**src/rtl/serport_csr_pkg.sv**
```systemverilog
package serport_csr_pkg;

   // word indices
   localparam logic [5:0] A_RXD  = 6'h00;
   localparam logic [5:0] A_TXD  = 6'h10;
   localparam logic [5:0] A_CTL1 = 6'h20;
   localparam logic [5:0] A_CTL2 = 6'h21;
   localparam logic [5:0] A_CTL3 = 6'h22;
   localparam logic [5:0] A_CTL4 = 6'h23;
   localparam logic [5:0] A_FCTL = 6'h24;
   localparam logic [5:0] A_STS1 = 6'h25;
   localparam logic [5:0] A_STS2 = 6'h26;
   localparam logic [5:0] A_BINC = 6'h29;
   localparam logic [5:0] A_BMOD = 6'h2A;
   localparam logic [5:0] A_BCNT = 6'h2B;
   localparam logic [5:0] A_MSEC = 6'h2C;
   localparam logic [5:0] A_TEST = 6'h2D;

   // data word flags
   localparam int D_BRK = 11;
   localparam int D_ERR = 14;
   localparam int D_RDY = 15;

   // control bits
   localparam int C1_UARTEN = 0;
   localparam int C1_TXMTEN = 6;
   localparam int C1_RRDYEN = 9;
   localparam int C1_TRDYEN = 13;
   localparam int C2_SRST   = 0;
   localparam int C2_TXEN   = 2;

   // status bits
   localparam int S1_RRDY = 9;
   localparam int S1_TRDY = 13;
   localparam int S2_RDR  = 0;
   localparam int T_RXMT  = 5;
   localparam int T_TXMT  = 6;

   localparam logic [15:0] S1_CLR_MASK = 16'h9DB0;
   localparam logic [15:0] S2_CLR_MASK = 16'hBDD6;
   localparam logic [15:0] S1_DEFAULT  = 16'h6040;
   localparam logic [15:0] S2_DEFAULT  = 16'h4028;
   localparam logic [15:0] C3_DEFAULT  = 16'h0700;
   localparam logic [15:0] BC_DEFAULT  = 16'h0004;

   typedef enum logic {REG_PLAIN, REG_W1C} reg_kind_e;

endpackage

```
**src/rtl/serport_reg.sv**
```systemverilog
module serport_reg
   import serport_csr_pkg::*;
#(
   parameter int             W        = 16,
   parameter reg_kind_e      KIND     = REG_PLAIN,
   parameter logic [W-1:0]   HARD_RST = '0,
   parameter logic [W-1:0]   SOFT_RST = '0,
   parameter logic [W-1:0]   CLR_MASK = '0
) (
   input  logic         clk,
   input  logic         rst_n,
   input  logic         soft_clr,
   input  logic         wr,
   input  logic [W-1:0] wdata,
   output logic [W-1:0] q
);

   if (W < 1) begin : g_bad_w
      $error("serport_reg: W must be positive");
   end

   // a write wins over soft clear; the only register written in the
   // soft-clear cycle is the one that triggers it
   if (KIND == REG_W1C) begin : g_w1c
      always_ff @(posedge clk or negedge rst_n) begin
         if (!rst_n)        q <= HARD_RST;
         else if (wr)       q <= q & ~(wdata & CLR_MASK);
         else if (soft_clr) q <= SOFT_RST;
      end
   end else begin : g_plain
      always_ff @(posedge clk or negedge rst_n) begin
         if (!rst_n)        q <= HARD_RST;
         else if (wr)       q <= wdata;
         else if (soft_clr) q <= SOFT_RST;
      end
   end

endmodule

```
**src/rtl/serport_rx_hold.sv**
```systemverilog
module serport_rx_hold #(
   parameter int DATA_W  = 32,
   parameter int CHAR_W  = 8,
   parameter int BRK_BIT = 11,
   parameter int ERR_BIT = 14
) (
   input  logic              clk,
   input  logic              rst_n,
   input  logic              soft_clr,
   input  logic              offer,
   input  logic [CHAR_W-1:0] offer_char,
   input  logic              offer_brk,
   input  logic              take,
   output logic              full,
   output logic [DATA_W-1:0] held
);

   localparam logic [DATA_W-1:0] ERR_WORD = DATA_W'(1) << ERR_BIT;
   localparam logic [DATA_W-1:0] BRK_WORD = DATA_W'(1) << BRK_BIT;

   if (CHAR_W > BRK_BIT) begin : g_bad_char
      $error("serport_rx_hold: character overlaps break flag");
   end

   logic accept;
   assign accept = offer && !full;

   always_ff @(posedge clk or negedge rst_n) begin
      if (!rst_n) begin
         full <= 1'b0;
         held <= ERR_WORD;
      end else if (soft_clr) begin
         full <= 1'b0;
         held <= ERR_WORD;
      end else if (accept) begin
         full <= 1'b1;
         held <= offer_brk ? BRK_WORD : DATA_W'(offer_char);
      end else if (take && full) begin
         full <= 1'b0;
      end
   end

endmodule

```
**src/rtl/serport_tx_path.sv**
```systemverilog
module serport_tx_path #(
   parameter int CHAR_W = 8
) (
   input  logic              clk,
   input  logic              rst_n,
   input  logic              fire,
   input  logic [CHAR_W-1:0] wchar,
   output logic              tx_valid,
   output logic [CHAR_W-1:0] tx_char
);

   always_ff @(posedge clk or negedge rst_n) begin
      if (!rst_n) begin
         tx_valid <= 1'b0;
         tx_char  <= '0;
      end else begin
         tx_valid <= fire;
         if (fire) tx_char <= wchar;
      end
   end

endmodule

```
**src/rtl/serport_irq.sv**
```systemverilog
module serport_irq (
   input  logic sts_rrdy,
   input  logic sts_trdy,
   input  logic en_rrdy,
   input  logic en_trdy,
   input  logic en_txmt,
   output logic irq
);

   logic rx_term, tx_term;

   always_comb begin
      rx_term = sts_rrdy & en_rrdy;
      tx_term = sts_trdy & en_trdy & en_txmt;
      irq     = rx_term | tx_term;
   end

endmodule

```
**src/rtl/serport_csr.sv**
```systemverilog
module serport_csr
   import serport_csr_pkg::*;
#(
   parameter int DATA_W      = 32,
   parameter int ADDR_W      = 8,
   parameter int REG_W       = 16,
   parameter int CHAR_W      = 8,
   parameter bit BOOT_ENABLE = 1'b1
) (
   input  logic              clk,
   input  logic              rst_n,
   input  logic              bus_wr,
   input  logic              bus_rd,
   input  logic [ADDR_W-1:0] bus_addr,
   input  logic [DATA_W-1:0] bus_wdata,
   output logic [DATA_W-1:0] bus_rdata,
   input  logic              rx_valid,
   input  logic [CHAR_W-1:0] rx_char,
   input  logic              rx_brk,
   output logic              rx_ready,
   output logic              tx_valid,
   output logic [CHAR_W-1:0] tx_char,
   output logic              irq
);

   localparam int IDX_W = 6;
   localparam logic [REG_W-1:0] C1_SOFT = '0;
   localparam logic [REG_W-1:0] C1_HARD =
      BOOT_ENABLE ? REG_W'(1) << C1_UARTEN : '0;
   localparam logic [REG_W-1:0] C2_SOFT = REG_W'(1) << C2_SRST;
   localparam logic [REG_W-1:0] C2_HARD =
      BOOT_ENABLE ? (C2_SOFT | (REG_W'(1) << C2_TXEN)) : C2_SOFT;

   // elaboration checks
   if (REG_W != 16) begin : g_bad_reg
      $error("serport_csr: REG_W must be 16");
   end
   if (DATA_W < REG_W) begin : g_bad_data
      $error("serport_csr: DATA_W narrower than REG_W");
   end
   if (ADDR_W < IDX_W) begin : g_bad_addr
      $error("serport_csr: ADDR_W below 6");
   end
   if (CHAR_W < 1 || CHAR_W > D_BRK) begin : g_bad_char
      $error("serport_csr: CHAR_W out of range");
   end

   // address decode
   logic [IDX_W-1:0] idx;
   logic             hi_zero;
   assign idx = bus_addr[IDX_W-1:0];

   if (ADDR_W > IDX_W) begin : g_hi
      assign hi_zero = ~|bus_addr[ADDR_W-1:IDX_W];
   end else begin : g_nohi
      assign hi_zero = 1'b1;
   end

   if (DATA_W > REG_W) begin : g_wide
      logic unused_wdata_hi;
      assign unused_wdata_hi = ^bus_wdata[DATA_W-1:REG_W];
   end

   logic wr_hit;
   assign wr_hit = bus_wr && hi_zero;

   logic we_c1, we_c2, we_c3, we_fc, we_s1, we_s2, we_bi, we_bm, we_ms, we_tx;
   always_comb begin
      we_c1 = wr_hit && (idx == A_CTL1);
      we_c2 = wr_hit && (idx == A_CTL2);
      we_c3 = wr_hit && (idx == A_CTL3);
      we_fc = wr_hit && (idx == A_FCTL);
      we_s1 = wr_hit && (idx == A_STS1);
      we_s2 = wr_hit && (idx == A_STS2);
      we_bi = wr_hit && (idx == A_BINC);
      we_bm = wr_hit && (idx == A_BMOD);
      we_ms = wr_hit && (idx == A_MSEC);
      we_tx = wr_hit && (idx == A_TXD);
   end

   logic [REG_W-1:0] wlow;
   logic             soft_clr;
   assign wlow     = bus_wdata[REG_W-1:0];
   assign soft_clr = we_c2 && !wlow[C2_SRST];

   // register slices
   logic [REG_W-1:0] c1_q, c2_q, c3_q, fc_q, s1_q, s2_q, bc_q, bm_q, ms_q;

   serport_reg #(.W(REG_W), .KIND(REG_PLAIN), .HARD_RST(C1_HARD), .SOFT_RST(C1_SOFT))
      u_ctl1 (.clk(clk), .rst_n(rst_n), .soft_clr(soft_clr), .wr(we_c1), .wdata(wlow), .q(c1_q));

   serport_reg #(.W(REG_W), .KIND(REG_PLAIN), .HARD_RST(C2_HARD), .SOFT_RST(C2_SOFT))
      u_ctl2 (.clk(clk), .rst_n(rst_n), .soft_clr(soft_clr), .wr(we_c2),
              .wdata(wlow | C2_SOFT & {REG_W{soft_clr}}), .q(c2_q));

   serport_reg #(.W(REG_W), .KIND(REG_PLAIN), .HARD_RST(REG_W'(C3_DEFAULT)), .SOFT_RST(REG_W'(C3_DEFAULT)))
      u_ctl3 (.clk(clk), .rst_n(rst_n), .soft_clr(soft_clr), .wr(we_c3), .wdata(wlow), .q(c3_q));

   serport_reg #(.W(REG_W), .KIND(REG_PLAIN))
      u_fctl (.clk(clk), .rst_n(rst_n), .soft_clr(soft_clr), .wr(we_fc), .wdata(wlow), .q(fc_q));

   serport_reg #(.W(REG_W), .KIND(REG_PLAIN), .HARD_RST(REG_W'(BC_DEFAULT)), .SOFT_RST(REG_W'(BC_DEFAULT)))
      u_bcnt (.clk(clk), .rst_n(rst_n), .soft_clr(soft_clr), .wr(we_bi), .wdata(wlow), .q(bc_q));

   serport_reg #(.W(REG_W), .KIND(REG_PLAIN))
      u_bmod (.clk(clk), .rst_n(rst_n), .soft_clr(soft_clr), .wr(we_bm), .wdata(wlow), .q(bm_q));

   serport_reg #(.W(REG_W), .KIND(REG_PLAIN))
      u_msec (.clk(clk), .rst_n(rst_n), .soft_clr(soft_clr), .wr(we_ms), .wdata(wlow), .q(ms_q));

   serport_reg #(.W(REG_W), .KIND(REG_W1C), .HARD_RST(REG_W'(S1_DEFAULT)),
                 .SOFT_RST(REG_W'(S1_DEFAULT)), .CLR_MASK(REG_W'(S1_CLR_MASK)))
      u_sts1 (.clk(clk), .rst_n(rst_n), .soft_clr(soft_clr), .wr(we_s1), .wdata(wlow), .q(s1_q));

   serport_reg #(.W(REG_W), .KIND(REG_W1C), .HARD_RST(REG_W'(S2_DEFAULT)),
                 .SOFT_RST(REG_W'(S2_DEFAULT)), .CLR_MASK(REG_W'(S2_CLR_MASK)))
      u_sts2 (.clk(clk), .rst_n(rst_n), .soft_clr(soft_clr), .wr(we_s2), .wdata(wlow), .q(s2_q));

   // receive holding word
   logic              rx_full;
   logic [DATA_W-1:0] rx_word;
   logic              rd_take;
   assign rd_take = bus_rd && hi_zero && (idx == A_RXD);

   serport_rx_hold #(.DATA_W(DATA_W), .CHAR_W(CHAR_W), .BRK_BIT(D_BRK), .ERR_BIT(D_ERR))
      u_rx (.clk(clk), .rst_n(rst_n), .soft_clr(soft_clr), .offer(rx_valid),
            .offer_char(rx_char), .offer_brk(rx_brk), .take(rd_take),
            .full(rx_full), .held(rx_word));

   assign rx_ready = !rx_full;

   // transmit path
   serport_tx_path #(.CHAR_W(CHAR_W))
      u_tx (.clk(clk), .rst_n(rst_n), .fire(we_tx && c2_q[C2_TXEN]),
            .wchar(bus_wdata[CHAR_W-1:0]), .tx_valid(tx_valid), .tx_char(tx_char));

   // live status views
   logic [REG_W-1:0] s1_view, s2_view, test_view;
   always_comb begin
      s1_view          = s1_q;
      s1_view[S1_RRDY] = s1_q[S1_RRDY] | rx_full;
      s2_view          = s2_q;
      s2_view[S2_RDR]  = s2_q[S2_RDR] | rx_full;
      test_view        = '0;
      test_view[T_RXMT] = !rx_full;
      test_view[T_TXMT] = 1'b1;
   end

   serport_irq u_irq (
      .sts_rrdy(s1_view[S1_RRDY]), .sts_trdy(s1_view[S1_TRDY]),
      .en_rrdy(c1_q[C1_RRDYEN]), .en_trdy(c1_q[C1_TRDYEN]), .en_txmt(c1_q[C1_TXMTEN]),
      .irq(irq));

   // read mux
   logic [DATA_W-1:0] rd_word;
   always_comb begin
      rd_word = '0;
      if (hi_zero) begin
         case (idx)
            A_RXD:  rd_word = rx_word | ((DATA_W'(rx_full)) << D_RDY);
            A_CTL1: rd_word = DATA_W'(c1_q);
            A_CTL2: rd_word = DATA_W'(c2_q);
            A_CTL3: rd_word = DATA_W'(c3_q);
            A_FCTL: rd_word = DATA_W'(fc_q);
            A_STS1: rd_word = DATA_W'(s1_view);
            A_STS2: rd_word = DATA_W'(s2_view);
            A_BMOD: rd_word = DATA_W'(bm_q);
            A_BCNT: rd_word = DATA_W'(bc_q);
            A_MSEC: rd_word = DATA_W'(ms_q);
            A_TEST: rd_word = DATA_W'(test_view);
            default: rd_word = '0;
         endcase
      end
   end
   assign bus_rdata = rd_word;

endmodule

```
**config.mk**
```make
export PLATFORM = sky130hd
export DESIGN_NAME = serport_csr
export DESIGN_NICKNAME = d
export VERILOG_FILES = /design/src/rtl/serport_csr_pkg.sv /design/src/rtl/serport_reg.sv /design/src/rtl/serport_rx_hold.sv /design/src/rtl/serport_tx_path.sv /design/src/rtl/serport_irq.sv /design/src/rtl/serport_csr.sv
export SDC_FILE = /design/constraint.sdc
export NUM_CORES = 1
export LEC_CHECK = 0
export BUFFER_PORTS_ARGS = -buffer_cell sky130_fd_sc_hd__buf_2
export CAP_MARGIN = 20
export CORE_MARGIN = 5
export CORE_UTILIZATION = 50
export DETAILED_ROUTE_END_ITERATION = 10
export GPL_TIMING_DRIVEN = 1
export PLACE_DENSITY = 0.7
export SYNTH_ARGS = -nofsm -noshare
export SYNTH_HDL_FRONTEND = slang
export SYNTH_SLANG_ARGS = --single-unit
```
**constraint.sdc**
```tcl
create_clock -name clk -period 2.3 [get_ports clk]
set_input_delay 0.23 -clock clk [delete_from_list [all_inputs] [get_ports clk]]
set_output_delay 0.23 -clock clk [all_outputs]
set_load 0.02 [all_outputs]
```
==> flow_summary.yaml <==
global_routing:
  grt_antenna_before_repair: 0
  grt_first_pass_wirelength_mm: 36.9
  grt_max_degree: 66
  grt_pass1_vias: 6673
  overflow: 0
  grt_usage: 0.270
route:
  wire_per_inst_microns: 21.6
  drc_errors: 0
  num_vias: 6694
  drtIter0Drc: 803
  routed_wl_mm: 23.5
  viasPerCell: 6.15
  antenna_left: 0
  dr.pass1.iters: 5
critical_path:
  rrSetupSlack_ns: 0.65
  crit_fanout: 4
  crit_start: "bus_addr[3]"
  endpoint_kind: "primary output"
  critPathMaxStageDelay_ns: 0.66
  slowest_stage: "or4b_1"
  path_cells: "buf_2 > or4b_1 > nor2_2 > buf_4 > a222oi_1 > a31oi_1 > buf_2"
  worst-r2r-cell-count: 5
  start_kind: "primary input"
  timing.rr.start: "u_rx.full"
  r2r_end: "u_rx.held[2]"
  worst_ep_arrival_time_ns: 2.06
  worst-setup-path-type: "primary input to primary output"
  crit_top_cell: "buf_2"
  required_ns: 2.07
timing:
  worst_slew_pin_slew_ns: 0.644
  relSlewSlack: 0.571
  fin_crit_ns: 2.29
  hold_viol: 0
  period_share: 0.995
  finalSetupViolCount: 0
  tns_ns: 0
  slew_viol_final: 0
  max_freq_mhz: 437
  fin_skew_ns: 0.00547
  rsz0062_at_grt: "yes"
yosys:
  ys_ff_latch: 153
  syn_area_per_cell_sq_um: 9.21
  synth-seq-area-share: 0.519
  synth_cell_types: 51
  synthFlopType: "dfrtp_1"
  yosys_warnings: 0
  syn_inst: 804
  syn_area_sq_um: 7410
  synth_edf_count: 0
  async_reset_ff_frac: 1.00
cells_and_area:
  nNetsFinal: 945
  regArea_sq_um: 3840
  stdcell_area_sq_um: 8860
  fillers: 1256
  multiInputGateArea_sq_um: 3210
  instances_no_fill: 1089
  syn_to_final_growth_pct: 19.6
  drive_gt1_frac: 0.240
placement:
  port_buffers: 64
  dpl_cell_area_sq_um: 8210
  finalWeightedCongestion: 0.913
  dp.cells: 1054
  hpwl_mm: 16.4
clocking:
  cts_tree: "done"
  max-clock-path-buffers: 2
  root_buffer: "clkbuf_16"
  clkSinkCount: 153
  clk_latency_ns: 0.43
  cts_made_buffers: 17
  htreeDepth: 4
  clkTransAtPathRegs_ns: 0.06
hold_path:
  min_to: "u_ctl3.q[9]"
  worstHoldStart: "bus_wdata[9]"
  whs_path_depth: 3
  hp-class: "primary input to flop"
floorplanning:
  die_w_microns: 132
  initial_utilization: 0.510
  fp-row-count: 44
  die-area_sq_um: 17300
  ioPinCount: 97
  coreArea_sq_um: 14500
  die_y_microns: 132
pwr:
  p_per_area_nw_per_um2: 726
  peakVddDrop_v: 0.000502
  power_leakage_nw: 4.36
run:
  cap_viol_max_count: 0
status:
  status: "complete, no violations"
-- registers in the layout (all words and copies together) (netlist names) --
name,flops
u_sts1.q,9
u_sts2.q,12
u_ctl3.q,16
u_rx.held,10
u_rx.full,1
u_tx.tx_valid,1
u_tx.tx_char,8
u_bcnt.q,16
u_bmod.q,16
u_msec.q,16
u_ctl1.q,16
u_ctl2.q,16
u_fctl.q,16
-- report_power, final --
part / internal [mW] / switching (mW) / leakage, nW / total, mW
combinational: 0.187 / 0.343 / 1.99 / 0.531
sequential: 2.87 / 0.126 / 2.07 / 3.00
clock: 1.79 / 1.11 / 0.299 / 2.90
total: 4.85 / 1.58 / 4.36 / 6.43
-- timing repair --
action	CTS	global route
endpoints found under the setup margin	0	10
gates resized for setup	0	5
buffers inserted	0	1
hold buffers	1	0
endpoints found under the hold margin	55	0
-- final cells by class --
type,instances,area share
clock buffers,21,0.0531
flip-flops and latches,153,0.434
diodes,1,0.000283
repair buffers,135,0.107
multi-input cells,581,0.362
inverters,3,0.00127
clock inverters,11,0.0161
well taps,184,0.0260
-- per-layer routing --
metal	vias up	share of wire	wire length (microns)	track usage
met2	399	0.46	10800	0.406
met3	68	0.097	2280	0.0753
met4	0	0.030	711	0.112
met5	-	0	0	0
li1	2923	-	-	-
met1	3304	0.41	9730	0.372
-- worst max-delay path by stage --
stage               cells past startpoint            end  slack, ns
finish                                  7   bus_rdata[0]       0.01
global route                            9  bus_rdata[14]      -0.04
CTS                                     9  bus_rdata[13]       0.04
detailed placement                      9  bus_rdata[13]       0.03
global placement                        9  bus_rdata[15]       0.04
floorplan                               8   bus_rdata[6]       0.21
-- layout by cell type (no fill, tap or decap), types with 3 or more instances in the layout --
cell type  count
and3_1        20
nor2_1        40
a222oi_1       6
nand3_1       59
nor3b_1        8
a221oi_1      13
dfstp_2       10
conb_1        16
a21oi_1       26
clkbuf_8       3
nor2b_1        3
mux2i_1       16
dfrtp_1      142
clkbuf_16     17
nand2b_1       6
nor3_1         5
mux2_2        23
buf_4         63
o2bb2ai_1      3
a22o_1         4
a31oi_1       14
nor4_1         3
bufinv_16      3
a22oi_1       28
nand2_1      216
buf_12         7
inv_1          3
buf_2         63
o21ai_0       36
clkinv_2       4
nor2_2         4
-- stage by stage --
stage	total power, mW	setup WS [ns]	utilization	hold slack [ns]
after CTS	6.44	0.0352	0.608	0.0623
after global routing	6.66	-0.0404	0.609	0.0848
after detailed placement	3.56	0.0350	0.565	0.259
after floorplan	3.32	0.212	-	-0.0656
after global placement	3.54	0.0362	0.565	0.263
final	6.43	0.0104	0.609	0.0794
-- worst max-delay path: cells and delay by family --
family | cells | cell delay, ns
simple gates | 2 | 0.93
buf+inv | 3 | 0.53
compound gates | 2 | 0.36
-- logic make-up (layout without fill, tap and decap cells) --
family	after synthesis	count (layout)	synth area share
AO/OA/AOI/OAI	137	137	0.121
buffers and inverters	85	170	0.0586
flip-flops	153	153	0.519
multiplexers	39	39	0.0566
other	1	17	0.000506
AND/OR/NAND/NOR	389	389	0.245
-- Yosys cell counts (all sizes together) (9+ instances only) --
library cell | n | share of area
nand2 | 217 | 0.11
dfrtp | 143 | 0.48
nand3 | 59 | 0.040
buf | 46 | 0.039
nor2 | 46 | 0.025
o21ai | 37 | 0.025
clkbuf | 36 | 0.018
a22oi | 28 | 0.028
a21oi | 26 | 0.018
mux2 | 23 | 0.035
and3 | 21 | 0.018
mux2i | 16 | 0.022
a31oi | 14 | 0.012
a221oi | 13 | 0.015
dfstp | 10 | 0.035
nor3b | 9 | 0.011
No activity file was read; power rests on OpenSTA's default activity.
